$ cat src/rtl/sramc_pkg.sv
`timescale 1ns/1ps
package sramc_pkg;

  typedef enum logic [2:0] {
    PH_IDLE, PH_WSETUP, PH_WGAP, PH_WDATA, PH_WHOLD, PH_READ
  } phase_t;

  typedef struct packed {
    logic ce1_n;
    logic ce2;
    logic we_n;
    logic oe_n;
    logic drive;
  } pins_t;

  function automatic int imax(int a, int b);
    return (a > b) ? a : b;
  endfunction

  // ceiling of ns / period, never below one cycle
  function automatic int ns2cyc(int ns, int period);
    int c;
    c = (ns + period - 1) / period;
    return (c < 1) ? 1 : c;
  endfunction

  function automatic pins_t pins_for(phase_t p);
    pins_t r;
    case (p)
      PH_WSETUP: r = '{ce1_n: 1'b0, ce2: 1'b1, we_n: 1'b1, oe_n: 1'b1, drive: 1'b0};
      PH_WGAP:   r = '{ce1_n: 1'b0, ce2: 1'b1, we_n: 1'b0, oe_n: 1'b1, drive: 1'b0};
      PH_WDATA:  r = '{ce1_n: 1'b0, ce2: 1'b1, we_n: 1'b0, oe_n: 1'b1, drive: 1'b1};
      PH_WHOLD:  r = '{ce1_n: 1'b0, ce2: 1'b1, we_n: 1'b1, oe_n: 1'b1, drive: 1'b1};
      PH_READ:   r = '{ce1_n: 1'b0, ce2: 1'b1, we_n: 1'b1, oe_n: 1'b0, drive: 1'b0};
      default:   r = '{ce1_n: 1'b1, ce2: 1'b0, we_n: 1'b1, oe_n: 1'b1, drive: 1'b0};
    endcase
    return r;
  endfunction

endpackage

$ cat src/rtl/sramc_timer.sv
`timescale 1ns/1ps
module sramc_timer #(
  parameter int CNT_W = 2
) (
  input  logic             clk,
  input  logic             rst_n,
  input  logic             load,
  input  logic [CNT_W-1:0] load_val,
  output logic             expired
);
  logic [CNT_W-1:0] cnt_q;

  always_ff @(posedge clk or negedge rst_n) begin
    if (!rst_n)             cnt_q <= '0;
    else if (load)          cnt_q <= load_val;
    else if (cnt_q != '0)   cnt_q <= cnt_q - 1'b1;
  end

  assign expired = (cnt_q == '0);
endmodule

$ cat src/rtl/sramc_seq.sv
`timescale 1ns/1ps
module sramc_seq
  import sramc_pkg::*;
#(
  parameter int CLK_NS    = 8,
  parameter int T_AA_NS   = 20,
  parameter int T_DOE_NS  = 10,
  parameter int T_PWE_NS  = 15,
  parameter int T_SD_NS   = 10,
  parameter int T_AW_NS   = 15,
  parameter int T_WC_NS   = 20,
  parameter int T_HZOE_NS = 8,
  parameter int T_HZWE_NS = 7,
  localparam int SETUP_C  = 1,
  localparam int GAP_C    = imax(ns2cyc(T_HZWE_NS, CLK_NS), ns2cyc(T_HZOE_NS, CLK_NS)),
  localparam int DATA_C   = imax(ns2cyc(T_SD_NS, CLK_NS),
                                 imax(ns2cyc(T_PWE_NS, CLK_NS),
                                      ns2cyc(T_AW_NS, CLK_NS) - SETUP_C) - GAP_C),
  localparam int HOLD_C   = imax(1, ns2cyc(T_WC_NS, CLK_NS) - SETUP_C - GAP_C - DATA_C),
  localparam int RD_C     = imax(ns2cyc(T_AA_NS, CLK_NS), ns2cyc(T_DOE_NS, CLK_NS)),
  localparam int MAXLEN   = imax(imax(GAP_C, DATA_C), imax(HOLD_C, RD_C)),
  localparam int CNT_W    = $clog2(MAXLEN + 1)
) (
  input  logic   clk,
  input  logic   rst_n,
  input  logic   fire,
  input  logic   is_write,
  output phase_t phase_q,
  output pins_t  pins_q,
  output logic   cap,
  output logic   done_q
);
  phase_t           phase_d;
  logic             load;
  logic [CNT_W-1:0] load_val;
  logic             expired;
  logic             done_d;

  sramc_timer #(.CNT_W(CNT_W)) u_timer (
    .clk(clk), .rst_n(rst_n), .load(load), .load_val(load_val), .expired(expired)
  );

  always_comb begin
    phase_d  = phase_q;
    load     = 1'b0;
    load_val = '0;
    cap      = 1'b0;
    done_d   = 1'b0;
    case (phase_q)
      PH_IDLE: if (fire) begin
        load = 1'b1;
        if (is_write) begin
          phase_d  = PH_WSETUP;
          load_val = CNT_W'(SETUP_C - 1);
        end else begin
          phase_d  = PH_READ;
          load_val = CNT_W'(RD_C - 1);
        end
      end
      PH_WSETUP: if (expired) begin
        phase_d  = PH_WGAP;
        load     = 1'b1;
        load_val = CNT_W'(GAP_C - 1);
      end
      PH_WGAP: if (expired) begin
        phase_d  = PH_WDATA;
        load     = 1'b1;
        load_val = CNT_W'(DATA_C - 1);
      end
      PH_WDATA: if (expired) begin
        phase_d  = PH_WHOLD;
        load     = 1'b1;
        load_val = CNT_W'(HOLD_C - 1);
      end
      PH_WHOLD: if (expired) begin
        phase_d = PH_IDLE;
        done_d  = 1'b1;
      end
      PH_READ: if (expired) begin
        phase_d = PH_IDLE;
        cap     = 1'b1;
        done_d  = 1'b1;
      end
      default: phase_d = PH_IDLE;
    endcase
  end

  // pins are registered from the next phase so the pads see clean edges
  always_ff @(posedge clk or negedge rst_n) begin
    if (!rst_n) begin
      phase_q <= PH_IDLE;
      pins_q  <= pins_for(PH_IDLE);
      done_q  <= 1'b0;
    end else begin
      phase_q <= phase_d;
      pins_q  <= pins_for(phase_d);
      done_q  <= done_d;
    end
  end

  // the write strobe is only ever low while the chip is selected and not reading
  assert_we_selected_R3: assert property (@(posedge clk) disable iff (!rst_n)
    !pins_q.we_n |-> (!pins_q.ce1_n && pins_q.ce2 && pins_q.oe_n));

  // the response marker never lasts two cycles
  assert_done_single_R7: assert property (@(posedge clk) disable iff (!rst_n)
    done_q |=> !done_q);

  // the capture strobe only fires while output enable is low
  assert_capture_in_read_R6: assert property (@(posedge clk) disable iff (!rst_n)
    cap |-> !pins_q.oe_n);
endmodule

$ cat src/rtl/sramc_dpath.sv
`timescale 1ns/1ps
module sramc_dpath #(
  parameter int ADDR_W = 13,
  parameter int DATA_W = 8
) (
  input  logic              clk,
  input  logic              rst_n,
  input  logic              take,
  input  logic [ADDR_W-1:0] addr_in,
  input  logic [DATA_W-1:0] wdata_in,
  input  logic              cap,
  input  logic [DATA_W-1:0] dq_in,
  output logic [ADDR_W-1:0] addr_q,
  output logic [DATA_W-1:0] wdata_q,
  output logic [DATA_W-1:0] rdata_q
);
  always_ff @(posedge clk or negedge rst_n) begin
    if (!rst_n) begin
      addr_q  <= '0;
      wdata_q <= '0;
    end else if (take) begin
      addr_q  <= addr_in;
      wdata_q <= wdata_in;
    end
  end

  always_ff @(posedge clk or negedge rst_n) begin
    if (!rst_n)   rdata_q <= '0;
    else if (cap) rdata_q <= dq_in;
  end
endmodule

$ cat src/rtl/sramc_top.sv
`timescale 1ns/1ps
module sramc_top
  import sramc_pkg::*;
#(
  parameter int ADDR_W    = 13,
  parameter int DATA_W    = 8,
  parameter int CLK_NS    = 8,
  parameter int T_AA_NS   = 20,
  parameter int T_DOE_NS  = 10,
  parameter int T_PWE_NS  = 15,
  parameter int T_SD_NS   = 10,
  parameter int T_AW_NS   = 15,
  parameter int T_WC_NS   = 20,
  parameter int T_HZOE_NS = 8,
  parameter int T_HZWE_NS = 7
) (
  input  logic              clk,
  input  logic              rst_n,
  input  logic              req_valid,
  output logic              req_ready,
  input  logic              req_write,
  input  logic [ADDR_W-1:0] req_addr,
  input  logic [DATA_W-1:0] req_wdata,
  output logic              rsp_valid,
  output logic [DATA_W-1:0] rsp_rdata,
  output logic [ADDR_W-1:0] sram_addr,
  output logic              sram_ce1_n,
  output logic              sram_ce2,
  output logic              sram_we_n,
  output logic              sram_oe_n,
  output logic [DATA_W-1:0] sram_dq_o,
  output logic              sram_dq_oe,
  input  logic [DATA_W-1:0] sram_dq_i
);
  phase_t phase;
  pins_t  pins;
  logic   cap;
  logic   fire;

  assign req_ready = (phase == PH_IDLE);
  assign fire      = req_valid && req_ready;

  sramc_seq #(
    .CLK_NS(CLK_NS), .T_AA_NS(T_AA_NS), .T_DOE_NS(T_DOE_NS), .T_PWE_NS(T_PWE_NS),
    .T_SD_NS(T_SD_NS), .T_AW_NS(T_AW_NS), .T_WC_NS(T_WC_NS),
    .T_HZOE_NS(T_HZOE_NS), .T_HZWE_NS(T_HZWE_NS)
  ) u_seq (
    .clk(clk), .rst_n(rst_n), .fire(fire), .is_write(req_write),
    .phase_q(phase), .pins_q(pins), .cap(cap), .done_q(rsp_valid)
  );

  sramc_dpath #(.ADDR_W(ADDR_W), .DATA_W(DATA_W)) u_dpath (
    .clk(clk), .rst_n(rst_n), .take(fire), .addr_in(req_addr), .wdata_in(req_wdata),
    .cap(cap), .dq_in(sram_dq_i), .addr_q(sram_addr), .wdata_q(sram_dq_o),
    .rdata_q(rsp_rdata)
  );

  assign sram_ce1_n = pins.ce1_n;
  assign sram_ce2   = pins.ce2;
  assign sram_we_n  = pins.we_n;
  assign sram_oe_n  = pins.oe_n;
  assign sram_dq_oe = pins.drive;

  // the controller never drives while the memory's output enable is on
  assert_drive_oe_high_R4: assert property (@(posedge clk) disable iff (!rst_n)
    sram_dq_oe |-> sram_oe_n);

  // the drive enable only rises after a cycle of write strobe low
  assert_drive_after_we_R4: assert property (@(posedge clk) disable iff (!rst_n)
    $rose(sram_dq_oe) |-> $past(!sram_we_n));

  // address never moves while the chip stays selected
  assert_addr_stable_R5: assert property (@(posedge clk) disable iff (!rst_n)
    (!sram_ce1_n && $past(!sram_ce1_n)) |-> $stable(sram_addr));

  // while accepting, the memory is deselected and the bus is released
  assert_ready_idle_R2: assert property (@(posedge clk) disable iff (!rst_n)
    req_ready |-> (sram_ce1_n && !sram_dq_oe && sram_we_n));
endmodule

$ cat config.mk
export PLATFORM = sky130hd
export DESIGN_NAME = sramc_top
export DESIGN_NICKNAME = d
export VERILOG_FILES = /design/src/rtl/sramc_pkg.sv /design/src/rtl/sramc_timer.sv /design/src/rtl/sramc_seq.sv /design/src/rtl/sramc_dpath.sv /design/src/rtl/sramc_top.sv
export SDC_FILE = /design/constraint.sdc
export NUM_CORES = 1
export LEC_CHECK = 0
export BUFFER_PORTS_ARGS = -buffer_cell sky130_fd_sc_hd__buf_2
export CAP_MARGIN = 20
export CORE_ASPECT_RATIO = 1.4
export CORE_MARGIN = 5
export CORE_UTILIZATION = 35
export CTS_CLUSTER_SIZE = 14
export DETAILED_ROUTE_END_ITERATION = 8
export SLEW_MARGIN = 5
export SYNTH_ARGS = -nofsm -noshare
export SYNTH_HDL_FRONTEND = slang
export SYNTH_HIERARCHICAL = 1
export SYNTH_SLANG_ARGS = --single-unit
$ cat constraint.sdc
create_clock -name clk -period 2.45 [get_ports clk]
set_clock_uncertainty 0.1 [all_clocks]
set_input_delay 0.3675 -clock clk [delete_from_list [all_inputs] [get_ports clk]]
set_output_delay 0.3675 -clock clk [all_outputs]
set_load 0.05 [all_outputs]
# Yosys cells after proc, flatten, opt, wreduce, memory -nomap -nowiden
# Index checks and enable logic that the tools add are counted.
dict set report totals {
  register_bits 40
  latch_bits 0
  mem_bits_rw 0
  rom_bits 0
  in_bits 33
  out_inout_bits 36
  elab_cells 48
  n_memories 0
}
dict set report classes {
  n_addsub 1
  mul 0
  div_mod_pow 0
  order_cmp 0
  n_eq_ne 10
  shifts 0
  muxes 19
  bitwise_logic 0
  reduce_logical 7
}
# operator n
set ops {}
lappend ops {{one-hot mux 5 bit (5 select lines)} 1}
lappend ops {{2-to-1 mux 3 bit} 6}
lappend ops {{one-hot mux 3 bit (5 select lines)} 1}
lappend ops {{== test 3 x 2 -> 1 bit (second input constant)} 4}
lappend ops {{== test 3 bit (second input constant)} 4}
lappend ops {{2-to-1 mux 2 bit} 4}
lappend ops {{== test 3 x 1 -> 1 bit (second input constant)} 2}
lappend ops {{2-to-1 mux 1 bit} 5}
lappend ops {{one-hot mux 2 bit (2 select lines)} 1}
lappend ops {{nonzero test 2 bit} 2}
lappend ops {{logical NOT 3 bit} 1}
lappend ops {{OR reduction 3 bit} 1}
lappend ops {{logical NOT 2 bit} 1}
lappend ops {{one-hot mux 1 bit (2 select lines)} 1}
lappend ops {{OR reduction 2 bit} 1}
lappend ops {{subtractor 2 x 1 -> 2 bit (second input constant)} 1}
lappend ops {{logical AND 1 bit} 1}

# Depth between registers and ports, before layout
# Gate-level depths: netlist of run 1.
dict set report depth {
  word_depth 6
  depth_mapped 7
  depth_no_buf 6
}

# Cells and area by module
# Netlist of run 1, hierarchy kept.
# module n_inst cells_each area_per_inst_um2 seq_area_each_um2
set modules_own_cells {}
lappend modules_own_cells {sramc_dpath 1 61 1154.9 725.7}
lappend modules_own_cells {sramc_seq 1 44 476.7 229.0}
lappend modules_own_cells {sramc_timer 1 12 113.9 50.0}
lappend modules_own_cells {sramc_top 1 2 20.0 0.0}

# Worst setup path before layout of run 1
# OpenSTA, ideal clock, no wires.
dict set report synth_path {
  path_kind {register -> output}
  startpoint {reg u_seq.phase_q[2]}
  endpoint {out req_ready}
  arrival_time_ns 1.498
  t_required_ns 1.982
  setup_slack_ns 0.484
  stages_incl_launch_ff 2
  n_path_buf 0
  path_cell_list {dfrtp_1 -> nor3_1}
}
dict set report synth_via {
  elab_chain_len 1
}
# item line
set synth_lines {}
lappend synth_lines {{start: declaration} sramc_seq.sv:28} ;# output phase_t phase_q,
lappend synth_lines {{start signal: assignment} sramc_seq.sv:95} ;# phase_q <= phase_d;
lappend synth_lines {{logical NOT 3 bit} sramc_top.sv:40} ;# assign req_ready = (phase == PH_IDLE);
lappend synth_lines {{end: declaration} sramc_top.sv:20} ;# output logic req_ready,
# No other way between the ends.

# Final worst setup path of run 1
dict set report layout_path {
  startpoint {reg u_seq.phase_q[1]}
  endpoint {reg u_dpath.addr_q[1]}
}
dict set report layout_via {
  elab_chain_len 2
}
# item line
set layout_lines {}
lappend layout_lines {{logical NOT 3 bit} sramc_top.sv:40}
lappend layout_lines {{logical AND 1 bit} sramc_top.sv:41} ;# assign fire = req_valid && req_ready;
lappend layout_lines {{via fire} sramc_top.sv:38} ;# logic fire;
lappend layout_lines {{end signal: assignment} sramc_dpath.sv:22} ;# addr_q <= addr_in;
lappend layout_lines {{end: declaration} sramc_dpath.sv:13} ;# output logic [ADDR_W-1:0] addr_q,
# The timed path passes the listed nets, and every way through them passes these cells.
# A chain may end at the register's enable or synchronous reset.

==> results of run 1 <==
[state kept, by name, summed over array words and instances (netlist names)]
| register | cells |
|---|---|
| u_seq/done_q | 1 |
| u_seq/phase_q | 3 |
| u_seq/pins_q | 5 |
| u_dpath/wdata_q | 8 |
| u_dpath/rdata_q | 8 |
| u_seq/u_timer/cnt_q | 2 |
| u_dpath/addr_q | 13 |
[cell type report]
type	count	area [um2]
Clock buffer	6	72.57
Clock inverter	2	35.03
Fill cell	469	2610
Inverter	3	11.26
Multi-Input combinational cell	69	695.7
Sequential cell	40	1005
Tap cell	64	80.08
Timing Repair Buffer	72	370.4
[metrics by stage]
step	setup slack, ps	cell area, um2
after floorplan	484.2	1765
after global placement	528.4	2162
after detailed placement	456.4	2162
after CTS	451.3	2270
after global routing	349.1	2270
final	482.2	2270
[worst max-delay path, cell delays in order (launching register included)]
cell and delay [ps]:
sky130_fd_sc_hd__dfrtp_1 550, sky130_fd_sc_hd__nor4b_4 510, sky130_fd_sc_hd__buf_4 360, sky130_fd_sc_hd__mux2_4 330
[cell families (layout without fill, tap and decap cells)]
| group | count (synthesis) | count (layout) | synth area share |
|---|---|---|---|
| fa+ha+maj | 1 | 1 | 0.007086 |
| flops | 40 | 40 | 0.5691 |
| buf+inv | 10 | 83 | 0.04181 |
| xor+xnor | 2 | 2 | 0.009924 |
| simple gates | 25 | 25 | 0.09639 |
| compound gates | 10 | 10 | 0.03686 |
| mux | 31 | 31 | 0.2388 |
[worst min path at each step]
stage | cells after the start | slack [ps] | endpoint
after floorplan | 0 | -30 | u_dpath/addr_q[0]$_DFFE_PN0P_
after global placement | 1 | 390 | u_dpath/rdata_q[5]$_DFFE_PN0P_
after detailed placement | 1 | 390 | u_dpath/rdata_q[2]$_DFFE_PN0P_
after CTS | 1 | 120 | u_dpath/rdata_q[6]$_DFFE_PN0P_
after global routing | 1 | 170 | u_dpath/rdata_q[6]$_DFFE_PN0P_
final | 1 | 90 | u_dpath/rdata_q[6]$_DFFE_PN0P_
[layer usage]
metal  GRT usage  routed length (um)  part of all wire
met4     0.05751                  74             0.021
met2      0.1711                1734              0.49
met1      0.1366                1456              0.41
met5           0                   0                 0
met3     0.03854                 244             0.070
[cell usage in the layout (no fill, tap or decap), types with 2 or more instances in the layout]
| master | instances |
|---|---|
| sky130_fd_sc_hd__buf_2 | 68 |
| sky130_fd_sc_hd__buf_4 | 4 |
| sky130_fd_sc_hd__clkbuf_8 | 5 |
| sky130_fd_sc_hd__dfrtp_1 | 37 |
| sky130_fd_sc_hd__dfstp_2 | 3 |
| sky130_fd_sc_hd__inv_1 | 3 |
| sky130_fd_sc_hd__mux2_2 | 9 |
| sky130_fd_sc_hd__mux2_4 | 20 |
| sky130_fd_sc_hd__mux2i_1 | 2 |
| sky130_fd_sc_hd__nand2_1 | 6 |
| sky130_fd_sc_hd__nor2_1 | 5 |
| sky130_fd_sc_hd__nor2b_1 | 2 |
| sky130_fd_sc_hd__nor3_1 | 2 |
| sky130_fd_sc_hd__nor4b_4 | 2 |
| sky130_fd_sc_hd__o21ai_0 | 2 |
| sky130_fd_sc_hd__o22ai_1 | 3 |
| sky130_fd_sc_hd__or2_1 | 2 |
| sky130_fd_sc_hd__xor2_1 | 2 |
==> run metrics, run 1 <==
result of the run=completed; final-report setup violation count=0; Core Region=4880 um2; # diodes=0; drt first pass iters=4; fraction of synthesis flops using an asynchronous set or reset pin=1.000; setup TNS=0 ps; register area share after synthesis=0.5691; io pins=69; class of the worst hold path=primary input to asynchronous set/reset pin; Num Clock Sinks=40; chip width=70.03 um; Warnings, synthesis=6; final cell count without fillers=256; number of nets in the layout=225; final core utilization=0.4651; post-layout min period=1968 ps; die span in y=94.04 um; destination of the critical timing path=u_dpath/addr_q[1]$_DFFE_PN0P_; largest buffer count on any clock path=2; Required @ worst endpoint=2520 ps; antenna violations before repair=0; number of instances in the synthesized netlist=119; Worst-Margin Slew=874.5 ps; Placement Rows=30; proportion of netlist area held by the largest area contributor=0.5245; H-tree Lvls=2; Most used DFF post-synth=sky130_fd_sc_hd__dfrtp_1; leading cell type by number of instances after synthesis=sky130_fd_sc_hd__dfrtp_1; clock buffer count from CTS=5; distinct cell type count after synthesis=30; Post-synth top cells=37 x sky130_fd_sc_hd__dfrtp_1, 20 x sky130_fd_sc_hd__mux2_4, 9 x sky130_fd_sc_hd__mux2_2; fraction of the cycle the final worst path needs=0.8032; number of vias after detailed routing=1158; placed cells=248; number of remaining DRC errors=0; count of pins over their slew limit=0; cell at the root of the clock tree=sky130_fd_sc_hd__clkbuf_8; highest net fanout along the worst path=15; via count of the first global-routing pass=1152; number of violations reported at the end of detailed-routing iteration 0=41; Critical R2R Capture=u_dpath/addr_q[1]$_DFFE_PN0P_; final hold slack=89.84 ps; Post-CTS Repair Setup Buffers=0; Seq cells post-synth=40; arrival time at the worst endpoint=2040 ps; RSZ-0062 raised after global routing=no; remaining global-route overflow=0; Worst Setup SP=u_seq/phase_q[1]$_DFF_PN0_; post_cts resized=0; Max transition margin=0.4170; nets in the synthesized netlist=153; reg-to-reg critical path startpoint=u_seq/phase_q[1]$_DFF_PN0_; die area=6585 um2; Routed WL per cell=13.71 um; number of hold violations in the final report=0; post-detailed-placement half-perimeter wirelength=2550 um; TritonCTS clock tree=done; number of hold buffers added after cts=0; fraction of final layout cells with drive strength greater than 1=0.6042; library cell occupying the most area in the post-synthesis netlist=sky130_fd_sc_hd__dfrtp_1; clock edge transition at the registers on the reported setup and hold paths=70 ps; Syn-to-layout area delta=28.56%; first-pass GRT wire length=5658 um; worst reg-to-reg path cell count=3; total routing resource utilization after global routing=0.1110; cells taking the most area after synthesis=sky130_fd_sc_hd__dfrtp_1 52%, sky130_fd_sc_hd__mux2_4 17%, sky130_fd_sc_hd__mux2_2 5.7%, sky130_fd_sc_hd__dfstp_2 4.5%, sky130_fd_sc_hd__buf_6 2.6%; total routed wirelength=3510 um; pin count of the biggest net entering global routing=41; number of synthesized flops with an enable pin=0; slack of the worst reg-to-reg path=480 ps; path type of the worst setup path=flip-flop to flip-flop; Syn Area/Cell=14.84 um2; routability-driven placement congestion ratio=0.7130; Maximum Capacitance Violations=0; highest achievable clock rate=508.2 MHz; Initial Util=0.3618; per-cell via count in the routed design=4.523; element type at the critical path end=flip-flop; insertion delay to the later sink of the worst-skew pair=290 ps; count of input and output buffers=68; netlist area before placement=1765 um2; Worst setup SP type=flip-flop; number of antenna-violating nets in the routed design=0
Power of run 1 is left out: the tool's default activity adds up to more than one toggle a clock period on the data nets, which glitch-free logic cannot reach.
==> run 2, diff against run 1 <==
- ABC_AREA: default -> 1
- clock period: 2.45 -> 1.6 ns (I/O delays scaled with it)
==> run 2 against run 1 <==
Compared with the run above: routed wire length is 7.2% higher; non-clock buffer count is 5 higher; core utilization is 2.9 points higher; first-iteration DRC count is 24% higher; worst setup slack worse by 370 ps; hold slack worse by 45 ps; area after synthesis is 5.4% lower; register-to-register slack worse by 350 ps; design area is 0.39% lower.
==> run metrics, run 2 <==
result of the run=completed; fraction of final layout cells with drive strength greater than 1=0.3736; reg-to-reg critical path startpoint=u_seq/phase_q[1]$_DFF_PN0_; io pins=69; Seq cells post-synth=40; fraction of the cycle the final worst path needs=0.9322; chip width=68.39 um; nets in the synthesized netlist=227; Post-CTS Repair Setup Buffers=0; number of nets in the layout=306; Worst setup SP type=flip-flop; leading cell type by number of instances after synthesis=sky130_fd_sc_hd__nand2_1; total routed wirelength=3761 um; number of hold violations in the final report=0; distinct cell type count after synthesis=20; final worst slack=108.4 ps; class of the worst hold path=primary input to flip-flop; cell at the root of the clock tree=sky130_fd_sc_hd__clkbuf_8; final hold slack=44.49 ps; largest buffer count on any clock path=2; Placement Rows=29; register area share after synthesis=0.6015; startpoint of the tightest hold check path=req_addr[1]; library cell occupying the most area in the post-synthesis netlist=sky130_fd_sc_hd__dfrtp_1; Routed WL per cell=11.23 um; Num Clock Sinks=40; H-tree Lvls=2; per-cell via count in the routed design=4.254; total routing resource utilization after global routing=0.1271; highest net fanout along the worst path=2; number of synthesized flops with an enable pin=0; hold-critical path endpoint=u_dpath/addr_q[1]$_DFFE_PN0P_; clock edge transition at the registers on the reported setup and hold paths=80 ps; hold path depth=3; Core Region=4572 um2; insertion delay to the later sink of the worst-skew pair=290 ps; drt first pass iters=4; proportion of netlist area held by the largest area contributor=0.5543; registers with the most flip-flops=u_dpath/addr_q: 13 flops, u_dpath/rdata_q: 8 flops, u_dpath/wdata_q: 8 flops; first-pass GRT wire length=6037 um; register ranked first by flip-flop count=u_dpath/addr_q; post-layout min period=1492 ps; number of remaining DRC errors=0; count of pins over their slew limit=0; arrival time at the worst endpoint=1150 ps; RSZ-0062 raised after global routing=yes; highest achievable clock rate=670.4 MHz; number of violations reported at the end of detailed-routing iteration 0=51; Critical R2R Capture=u_seq/u_timer/cnt_q[1]$_DFFE_PN0P_; Initial Util=0.3654; slack of the worst reg-to-reg path=130 ps; cells taking the most area after synthesis=sky130_fd_sc_hd__dfrtp_1 55%, sky130_fd_sc_hd__nand2_1 23%, sky130_fd_sc_hd__dfstp_2 4.7%, sky130_fd_sc_hd__inv_1 3.6%, sky130_fd_sc_hd__buf_6 2.0%; fraction of synthesis flops using an asynchronous set or reset pin=1.000; pin count of the biggest net entering global routing=23; number of vias after detailed routing=1425; path type of the worst setup path=flip-flop to output port; Max transition margin=0.7873; Largest register FFs=13; # diodes=0; routability-driven placement congestion ratio=0.8341; TritonCTS clock tree=done; number of antenna-violating nets in the routed design=0; Syn Area/Cell=8.655 um2; Syn-to-layout area delta=35.36%; die area=6274 um2; via count of the first global-routing pass=1377; netlist area before placement=1670 um2; element type at the critical path end=output port; Worst-Margin Slew=319.0 ps; Maximum Capacitance Violations=0; Post-synth top cells=104 x sky130_fd_sc_hd__nand2_1, 37 x sky130_fd_sc_hd__dfrtp_1, 16 x sky130_fd_sc_hd__inv_1; most frequent cells in the layout=103 x sky130_fd_sc_hd__nand2_1, 68 x sky130_fd_sc_hd__buf_2, 37 x sky130_fd_sc_hd__dfrtp_1; clock buffer count from CTS=5; number of instances in the synthesized netlist=193; count of input and output buffers=68; antenna violations before repair=0; leading cell type in the layout, fill and taps excluded=sky130_fd_sc_hd__nand2_1; final-report setup violation count=0; fill cell instance count of the final layout=485; die span in y=91.74 um; post-detailed-placement half-perimeter wirelength=2922 um; remaining global-route overflow=0; worst reg-to-reg path cell count=10; Required @ worst endpoint=1260 ps; pre-CTS worst setup slack=46.75 ps; Warnings, synthesis=6; Most used DFF post-synth=sky130_fd_sc_hd__dfrtp_1
==> run 2: cell types whose count changed in the layout (fill, tap and decap cells not counted), sizes merged, moves of 2 or more <==
cell / change
mux2: -29
nor2: +3
mux2i: -2
or2: -3
nor2b: -2
xor2: -2
inv: +15
nor4b: -3
buf: +4
nand2: +99
nand3: +8
o22ai: -3
==> run 2: cell families (layout without fill, tap and decap cells) <==
family	Yosys count	in the layout	synth area share
AND/OR/NAND/NOR	124	124	0.3049
buffers and inverters	23	103	0.06966
AO/OA/AOI/OAI	5	5	0.01648
adder cells (fa/ha/maj)	1	1	0.007489
flip-flops	40	40	0.6015
==> run 2: metal layers <==
layer  share of wire  up-vias  routed length, um  GRT usage
li1                -      739                  -          -
met1            0.38      646               1435     0.1374
met2            0.54       34               2045     0.2255
met3           0.053        6                201    0.02689
met4           0.021        0                 78    0.05970
met5               0        -                  0          0
==> run 2: layout make-up <==
cell class / instances / area (um2) / share of cell area
Clock buffer: 5 / 68.82 / 0.03044
Clock inverter: 3 / 42.54 / 0.01882
Inverter: 18 / 70.07 / 0.03099
Multi-Input combinational cell: 130 / 570.5 / 0.2524
Sequential cell: 40 / 1005 / 0.4444
Tap cell: 62 / 77.57 / 0.03431
Timing Repair Buffer: 77 / 426.7 / 0.1887
==> run 2: worst max path at each step <==
stage                                        from                                  to  depth (start not counted)
4_1_cts                u_seq/phase_q[1]$_DFF_PN0_       u_dpath/addr_q[9]$_DFFE_PN0P_                          7
3_5_place_dp           u_seq/phase_q[1]$_DFF_PN0_       u_dpath/addr_q[9]$_DFFE_PN0P_                          7
6_report               u_seq/phase_q[1]$_DFF_PN0_                           req_ready                          4
3_3_place_gp   u_seq/u_timer/cnt_q[0]$_DFFE_PN0P_  u_seq/u_timer/cnt_q[1]$_DFFE_PN0P_                          8
5_1_grt                u_seq/phase_q[1]$_DFF_PN0_  u_seq/u_timer/cnt_q[0]$_DFFE_PN0P_                         11
2_1_floorplan  u_seq/u_timer/cnt_q[0]$_DFFE_PN0P_      u_dpath/rdata_q[0]$_DFFE_PN0P_                          8
==> run 2: timing repair <==
action	CTS	global route
resized for setup	0	9
endpoints found under the setup margin	0	31
hold buffers	1	0
hold endpoints to repair	11	0
==> run 2: metrics by stage <==
step	utilization	cells	cell area, um2	setup TNS [ps]
6_report	0.4945	335	2261	0
5_1_grt	0.4945	335	2261	-95.94
4_1_cts	0.4896	335	2238	0
3_5_place_dp	0.4631	326	2117	0
3_3_place_gp	0.4631	326	2117	0
2_1_floorplan	-	193	1675	0
==> run 2: worst max-delay path, cell delays in order, from the launching register on <==
cell and delay (ps):
sky130_fd_sc_hd__dfrtp_1 380, sky130_fd_sc_hd__nor2_1 100, sky130_fd_sc_hd__nand2_1 80, sky130_fd_sc_hd__inv_1 70, sky130_fd_sc_hd__buf_2 250
Power of run 2 is left out for the same reason.
==> run 3, diff against run 2 <==
- ABC_AREA: 1 -> 0
==> run 3 against run 2 <==
Compared with the run above: the flow now finishes with violations (setup timing); sequential share of layout area down 4.8 points; first-iteration DRC count is 47% lower; core utilization up 2.7 points; global-route usage up 0.67 points; sequential cell count is the same; cell count decreased by 18%; count of clock-buffer cells in the layout unchanged; hold slack better by 30 ps; design area grew 13%; critical path depth is 2 higher; fmax shrank 11%; routed wire length rose by 15%.
==> run metrics, run 3 (same netlist as run 1, synthesis figures left out) <==
largest buffer count on any clock path=2; antenna violations before repair=0; Maximum Capacitance Violations=0; die area=6585 um2; Num Clock Sinks=40; Syn-to-layout area delta=44.08%; H-tree Lvls=2; first-pass GRT wire length=6796 um; remaining global-route overflow=0; Max transition margin=0.6908; final hold slack=74.07 ps; highest net fanout along the worst path=6; total routing resource utilization after global routing=0.1338; routability-driven placement congestion ratio=0.7508; insertion delay to the later sink of the worst-skew pair=280 ps; number of remaining DRC errors=0; Routed WL per cell=15.79 um; registers with the most flip-flops=u_dpath/addr_q: 13 flops, u_dpath/rdata_q: 8 flops, u_dpath/wdata_q: 8 flops; RSZ-0062 raised after global routing=yes; failing checks=setup timing; TritonCTS clock tree=done; arrival time at the worst endpoint=1750 ps; post-detailed-placement half-perimeter wirelength=3162 um; number of vias after detailed routing=1281; element type at the critical path end=flip-flop; cell at the root of the clock tree=sky130_fd_sc_hd__clkbuf_8; result of the run=finished, violations left; Core Region=4880 um2; per-cell via count in the routed design=4.675; count of pins over their slew limit=0; most frequent cells in the layout=67 x sky130_fd_sc_hd__buf_2, 35 x sky130_fd_sc_hd__dfrtp_1, 26 x sky130_fd_sc_hd__mux2_4; fraction of final layout cells with drive strength greater than 1=0.6667; leading cell type in the layout, fill and taps excluded=sky130_fd_sc_hd__buf_2; Initial Util=0.3618; post-layout min period=1670 ps; number of antenna-violating nets in the routed design=0; path type of the worst setup path=flip-flop to flip-flop; die span in y=94.04 um; number of violations reported at the end of detailed-routing iteration 0=27; class of the worst hold path=primary input to flip-flop; via count of the first global-routing pass=1404; chip width=70.03 um; reg-to-reg critical path startpoint=u_seq/phase_q[1]$_DFF_PN0_; total routed wirelength=4327 um; fraction of the cycle the final worst path needs=1.044; register ranked first by flip-flop count=u_dpath/addr_q; number of hold violations in the final report=0; number of nets in the layout=243; clock edge transition at the registers on the reported setup and hold paths=80 ps; Placement Rows=30; clock buffer count from CTS=5; fill cell instance count of the final layout=433; Worst setup SP type=flip-flop; final-report setup violation count=13; pin count of the biggest net entering global routing=22; count of input and output buffers=68; highest achievable clock rate=598.8 MHz; startpoint of the tightest hold check path=req_wdata[4]; Worst-Margin Slew=463.8 ps; io pins=69; Largest register FFs=13; drt first pass iters=4; slack of the worst reg-to-reg path=-70 ps; Worst Setup SP=u_seq/phase_q[1]$_DFF_PN0_; Required @ worst endpoint=1670 ps; # diodes=0; final worst slack=-70.14 ps
-- run 3: cell count changes in the layout (fill, tap and decap cells not counted), moves of 4 or more --
cell                      before  now
sky130_fd_sc_hd__buf_4         6   10
sky130_fd_sc_hd__nand2_1     103    6
sky130_fd_sc_hd__buf_6         1    9
sky130_fd_sc_hd__inv_1        14    2
sky130_fd_sc_hd__mux2_4        0   26
sky130_fd_sc_hd__nand3_1       6    0
-- run 3: timing repair --
item | CTS | global route
endpoints found under the hold margin | 18 | 0
cloned | 0 | 1
hold buffers | 1 | 0
setup buffers | 4 | 4
pin swaps | 2 | 2
resized for setup | 12 | 13
setup endpoints to repair | 33 | 25
-- run 3: stage by stage --
stage                       util  setup WS [ps]  std cells  TNS (ps)  area (um2)
after floorplan                -         -174.1        119     -1935        1798
after global placement    0.4646         -89.38        258     -1114        2267
after detailed placement  0.4646         -139.2        258     -2499        2267
after CTS                 0.5026         -51.89        270    -158.0        2452
after global routing      0.5213         -182.2        274     -1743        2544
final                     0.5213         -70.14        274    -353.6        2544
-- run 3: cell type report --
class / instances / area (um2) / area share
Sequential cell: 40 / 1007 / 0.3960
Inverter: 3 / 11.26 / 0.004427
Timing Repair Buffer: 90 / 586.8 / 0.2307
Clock inverter: 3 / 42.54 / 0.01672
Tap cell: 64 / 80.08 / 0.03148
Multi-Input combinational cell: 69 / 747.0 / 0.2937
Clock buffer: 5 / 68.82 / 0.02705
-- run 3: layer usage --
metal | global-route usage | up-vias | part of all wire
met2 | 0.2429 | 38 | 0.58
met3 | 0.04176 | 11 | 0.055
met4 | 0.06869 | 0 | 0.026
met1 | 0.1365 | 635 | 0.34
met5 | 0 | - | 0
li1 | - | 597 | -
-- run 3: path summary, 6_finish.rpt --
kind	to	cells past startpoint
min reg2reg	u_dpath/rdata_q[5]$_DFFE_PN0P_	1
max	u_seq/u_timer/cnt_q[1]$_DFFE_PN0P_	6
max in group asynchronous	u_seq/pins_q[4]$_DFF_PN1_	3
min in group asynchronous	u_dpath/addr_q[6]$_DFFE_PN0P_	2
min	u_dpath/wdata_q[4]$_DFFE_PN0P_	2
max reg2reg	u_seq/u_timer/cnt_q[1]$_DFFE_PN0P_	6
-- run 3: critical path, cell delays in order (launching register included) --
cell and delay, ps:
sky130_fd_sc_hd__dfrtp_2 450, sky130_fd_sc_hd__nor4b_4 290, sky130_fd_sc_hd__buf_6 160, sky130_fd_sc_hd__mux2i_1 70, sky130_fd_sc_hd__nor2_1 140, sky130_fd_sc_hd__or2b_1 250, sky130_fd_sc_hd__o31a_1 100
Power of run 3 is left out for the same reason.
